--- src/rtl/tsx_pkg.sv ---
package tsx_pkg;

    typedef enum logic [1:0] {
        TS_ZERO = 2'b00,
        TS_POS  = 2'b01,
        TS_NEG  = 2'b10
    } tri_state_e;

endpackage

--- src/rtl/tsx_accum.sv ---
module tsx_accum
    import tsx_pkg::*;
(
    input  logic       clk,
    input  logic       rst_n,
    input  logic       in_a,
    input  logic       in_b,
    input  logic       rd,
    output tri_state_e held
);

    tri_state_e state_q;
    tri_state_e state_d;
    tri_state_e base;
    logic       only_a;
    logic       only_b;

    assign only_a = in_a & ~in_b;
    assign only_b = in_b & ~in_a;

    // A read restarts the period; this cycle's data then applies to the new period.
    always_comb begin
        base    = rd ? TS_ZERO : state_q;
        state_d = base;
        unique case (base)
            TS_ZERO: begin
                if (only_a)      state_d = TS_POS;
                else if (only_b) state_d = TS_NEG;
            end
            TS_POS: begin
                if (only_b) state_d = TS_ZERO;
            end
            TS_NEG: begin
                if (only_a) state_d = TS_ZERO;
            end
            default: state_d = TS_ZERO;
        endcase
    end

    always_ff @(posedge clk) begin
        if (!rst_n) state_q <= TS_ZERO;
        else        state_q <= state_d;
    end

    assign held = state_q;

    assert_step_up_R2: assert property (@(posedge clk) disable iff (!rst_n)
        (!rd && in_a && !in_b && state_q == TS_ZERO) |=> state_q == TS_POS);

    assert_step_down_R2: assert property (@(posedge clk) disable iff (!rst_n)
        (!rd && in_b && !in_a && state_q == TS_ZERO) |=> state_q == TS_NEG);

    assert_cancel_R3: assert property (@(posedge clk) disable iff (!rst_n)
        (!rd && in_a && in_b) |=> $stable(state_q));

    assert_saturate_R4: assert property (@(posedge clk) disable iff (!rst_n)
        (!rd && in_a && !in_b && state_q == TS_POS) |=> state_q == TS_POS);

    assert_restart_R5: assert property (@(posedge clk) disable iff (!rst_n)
        (rd && !in_a && !in_b) |=> state_q == TS_ZERO);

endmodule

--- src/rtl/tsx_readout.sv ---
module tsx_readout
    import tsx_pkg::*;
#(
    parameter int unsigned MODE = 0
) (
    input  logic       clk,
    input  logic       rst_n,
    input  logic       rd,
    input  tri_state_e held,
    output logic       out_a,
    output logic       out_b,
    output logic       result
);

    localparam logic TIE_LEVEL = (MODE != 0);

    logic dec_a;
    logic dec_b;

    always_comb begin
        dec_a = 1'b0;
        dec_b = 1'b0;
        unique case (held)
            TS_POS:  dec_a = 1'b1;
            TS_NEG:  dec_b = 1'b1;
            TS_ZERO: begin
                dec_a = TIE_LEVEL;
                dec_b = TIE_LEVEL;
            end
            default: begin
                dec_a = 1'b0;
                dec_b = 1'b0;
            end
        endcase
    end

    always_ff @(posedge clk) begin
        if (!rst_n) begin
            out_a <= 1'b0;
            out_b <= 1'b0;
        end else begin
            out_a <= rd & dec_a;
            out_b <= rd & dec_b;
        end
    end

    generate
        if (MODE == 0) begin : g_xor
            assign result = out_a | out_b;

            assert_exclusive_R7: assert property (@(posedge clk) disable iff (!rst_n)
                !(out_a && out_b));
        end else begin : g_xnor
            assign result = out_a & out_b;

            assert_always_fire_R8: assert property (@(posedge clk) disable iff (!rst_n)
                rd |=> (out_a || out_b));
        end
    endgenerate

    assert_no_spurious_R6: assert property (@(posedge clk) disable iff (!rst_n)
        (out_a || out_b) |-> $past(rd));

    assert_one_wide_R6: assert property (@(posedge clk) disable iff (!rst_n)
        !rd |=> !(out_a || out_b));

    assert_pos_read_R5: assert property (@(posedge clk) disable iff (!rst_n)
        (rd && held == TS_POS) |=> (out_a && !out_b));

    assert_neg_read_R5: assert property (@(posedge clk) disable iff (!rst_n)
        (rd && held == TS_NEG) |=> (out_b && !out_a));

endmodule

--- src/rtl/tsx_cell.sv ---
module tsx_cell
    import tsx_pkg::*;
#(
    parameter int unsigned MODE = 0
) (
    input  logic clk,
    input  logic rst_n,
    input  logic in_a,
    input  logic in_b,
    input  logic rd,
    output logic out_a,
    output logic out_b,
    output logic result
);

    tri_state_e held;

    tsx_accum u_accum (
        .clk   (clk),
        .rst_n (rst_n),
        .in_a  (in_a),
        .in_b  (in_b),
        .rd    (rd),
        .held  (held)
    );

    tsx_readout #(.MODE(MODE)) u_readout (
        .clk    (clk),
        .rst_n  (rst_n),
        .rd     (rd),
        .held   (held),
        .out_a  (out_a),
        .out_b  (out_b),
        .result (result)
    );

    assert_reset_quiet_R1: assert property (@(posedge clk)
        !rst_n |=> (!out_a && !out_b && held == TS_ZERO));

endmodule

--- config.mk ---
export PLATFORM = sky130hd
export DESIGN_NAME = tsx_cell
export DESIGN_NICKNAME = d
export VERILOG_FILES = /design/src/rtl/tsx_pkg.sv /design/src/rtl/tsx_accum.sv /design/src/rtl/tsx_readout.sv /design/src/rtl/tsx_cell.sv
export SDC_FILE = /design/constraint.sdc
export NUM_CORES = 1
export LEC_CHECK = 0
export CAP_MARGIN = 5
export CORE_AREA = 2 2 39 41
export CTS_BUF_LIST = sky130_fd_sc_hd__clkbuf_16
export DETAILED_ROUTE_END_ITERATION = 10
export DIE_AREA = 0 0 41 43
export SYNTH_ARGS = -nofsm -noshare
export SYNTH_HDL_FRONTEND = slang
export SYNTH_SLANG_ARGS = --single-unit
--- constraint.sdc ---
create_clock -name clk -period 1.2 [get_ports clk]
set_clock_uncertainty 0.2 [all_clocks]
set_input_delay 0.24 -clock clk [delete_from_list [all_inputs] [get_ports clk]]
set_output_delay 0.24 -clock clk [all_outputs]
set_load 0.05 [all_outputs]
==> results.py <==
metrics = {
    "cts": {
        "htreeDepth": 1,
        "cts-root-buf": "clkbuf_16",
        "clock-sinks": 4,
        "clkTransAtPathRegs_ps": 30,
        "cts_max_path_buffers": 2,
        "hold_buffers": 0,
        "clk_latency_ps": 220,
        "cts_made_buffers": 3,
        "cts_tree": "done",
    },
    "placement": {
        "place_ws_ps": -446,
        "io_buffer_count": 7,
        "hpwl_um": 263,
        "placed_cell_area_um2": 319,
        "routabilityCongestion": 0.714,
    },
    "floorplanning": {
        "rows": 14,
        "die_area_um2": 1760,
        "initial_core_util_pct": 12.7,
        "fp.dieW_um": 41,
        "die_y_um": 43,
        "io_pins": 8,
        "coreArea_um2": 1380,
    },
    "synthesis": {
        "synth.area.top_cells": "dfxtp_1 (46%), a2111oi_2 (8.6%), inv_1 (6.4%)",
        "syn_area_um2": 175,
        "yosysTopAreaCellShare_pct": 45.7,
        "ys_seq_area_share_pct": 45.7,
        "synth_nets": 24,
        "synthArstFlopShare_pct": 0,
        "yosysMostFrequentCell": "dfxtp_1",
        "synth_ff_type": "dfxtp_1",
        "syn-instance-count": 19,
        "ys_ff_latch": 4,
        "synth_edf_count": 0,
        "ys_top_cells_by_count": "dfxtp_1 (4), inv_1 (3), nand2_1 (2)",
        "ys_types": 13,
        "yosys.area.top_type": "dfxtp_1",
        "avgSynthCellArea_um2": 9.22,
        "yosys_warnings": 0,
    },
    "setup_path": {
        "r2r.worst_path.cells": 3,
        "r2r_setup_slack_ps": 20,
        "worstPathRequired_ps": 760,
        "worstSetupEndpointType": "output port",
        "critPathMaxFanout": 2,
        "worstSetupPathType": "register to output port",
        "worstPathArrival_ps": 910,
        "cp-start-kind": "register",
        "crit-reg2reg-launch": "u_accum.held[1]",
        "rr_endpoint": "u_accum.held[1]",
    },
    "sta": {
        "max_freq_mhz": 739,
        "rsz0062_at_grt": "true",
        "fin_crit_ps": 1350,
        "worstMarginPinSlew_ps": 228,
        "finalHoldViolations": 0,
        "setup_violations": 3,
        "layout_setup_ws_ps": -153,
        "drv_slew": 0,
        "max-slew-margin-rel_pct": 84.6,
        "period_share_pct": 113,
    },
    "power": {
        "seq_power_share_pct": 19.9,
        "p_switching_w": 0.000123,
        "power_density_nw_per_um2": 1660,
        "switching_share_pct": 17.1,
        "combPwrFrac_pct": 9.0,
        "clkPwrFrac_pct": 71.2,
        "vdd_drop_max_mv": 0.995,
        "intPower_w": 0.000599,
        "p_leak_nw": 0.189,
        "power_w": 0.000722,
    },
    "grt": {
        "grt_pass1_vias": 174,
        "grt_max_degree": 5,
        "antenna_found_initial": 0,
        "grt_first_pass_wirelength_um": 607,
        "grt-ovfl-total": 0,
        "grt_use_total_pct": 5.93,
    },
    "status": {
        "status": "finished with violations",
        "violations": "negative setup slack",
    },
    "finish": {
        "fin_nets": 43,
        "syn2layout_area_growth_pct": 149,
        "fin_area_um2": 435,
        "final_layout_size_suffix_gt1_share_pct": 58.3,
        "antennaDiodeCount": 0,
        "fin_util_pct": 31.5,
    },
    "drt": {
        "drt-total-wl_um": 369,
        "wl_per_cell_um": 7.10,
        "drc": 0,
        "via_per_inst": 3.69,
        "dr_total_vias": 192,
        "first_pass_iters": 2,
        "first_iter_violations": 4,
        "ant_nets": 0,
    },
    "hold_path": {
        "hold_class": "input pin to register",
        "hold_depth": 2,
        "worstHoldStart": "rd",
        "min_to": "u_accum.held[0]",
    },
    "flow_run": {
        "drv.max_cap_violation_count": 0,
    },
}
-- logic make-up (layout without fill, tap and decap cells) --
| family | count (synthesis) | after routing | synth area share (%) |
|---|---|---|---|
| AOI/OAI and AO/OA | 3 | 3 | 18.6 |
| adders and majority gates | 1 | 1 | 6.43 |
| buffers and inverters | 4 | 21 | 8.57 |
| DFF | 4 | 4 | 45.7 |
| and+or+nand+nor | 7 | 7 | 20.7 |
-- power by group through the flow --
stage,logic [W],registers (W),clock network (W)
finish,0.0000648,0.000143,0.000514
global placement,0.0000579,0.000145,0
detailed placement,0.0000581,0.000144,0
CTS,0.0000652,0.000143,0.000527
global route,0.0000704,0.000144,0.000531
floorplan,0.0000224,0.000148,0
-- metal layers --
layer  global-route usage, %  vias up  part of all wire (%)
li1                        -       99                     -
met1                    4.84       84                    38
met2                    8.13        9                    51
met3                    4.71        0                    11
met4                    6.00        0                     0
met5                       0        -                     0
-- critical path, cell delays in order (launching register included) --
cell and delay [ps]:
dfxtp_2 300, or2_4 240, buf_6 150
-- sequential cells by signal (all words and copies together), names as in the netlist --
signal           count
u_readout.out_a      1
u_accum.held         2
u_readout.out_b      1
-- cell type report --
class,instances,area [um^2]
repair buffers,14,146
inverters,4,15.0
multi-input cells,11,95.1
fillers,141,948
clock buffers,3,75.1
flip-flops and latches,4,83.8
well taps,16,20.0
-- through the flow --
step / hold slack [ps] / setup TNS, ps / std cells
final: 228 / -299 / 52
after global routing: 266 / -385 / 52
after CTS: 227 / -319 / 52
after detailed placement: 275 / -817 / 46
after global placement: 282 / -875 / 46
after floorplan: 141 / -12.6 / 19
-- how the worst max path moves through the flow --
stage	slack (ps)	endpoint	cells past startpoint	start
floorplan	-10	u_accum.held[1]	3	u_accum.held[1]
global placement	-440	u_accum.held[1]	4	in_b
detailed placement	-450	u_accum.held[1]	4	in_b
CTS	-160	result	2	u_readout.out_b
global route	-170	result	2	u_readout.out_b
finish	-150	result	2	u_readout.out_b
-- layout by cell type, fill, tap and decap left out --
master,n
dfxtp_2,3
nor3_1,1
inv_2,2
buf_4,5
nor2b_1,1
o41ai_1,1
dfxtp_1,1
dlygate4sd2_1,4
maj3_2,1
or2_4,1
clkbuf_16,3
nor2_1,1
a2111oi_4,1
inv_1,2
nor3b_1,1
nand2_1,2
buf_6,3
o2111ai_1,1
buf_12,2
-- what timing repair did --
item | CTS | global route
setup endpoints to repair | 4 | 4
buffers inserted | 3 | 1
gates cloned | 0 | 0
gates resized for setup | 9 | 1
pin swaps | 2 | 0
(Power assumes the default switching activity.)
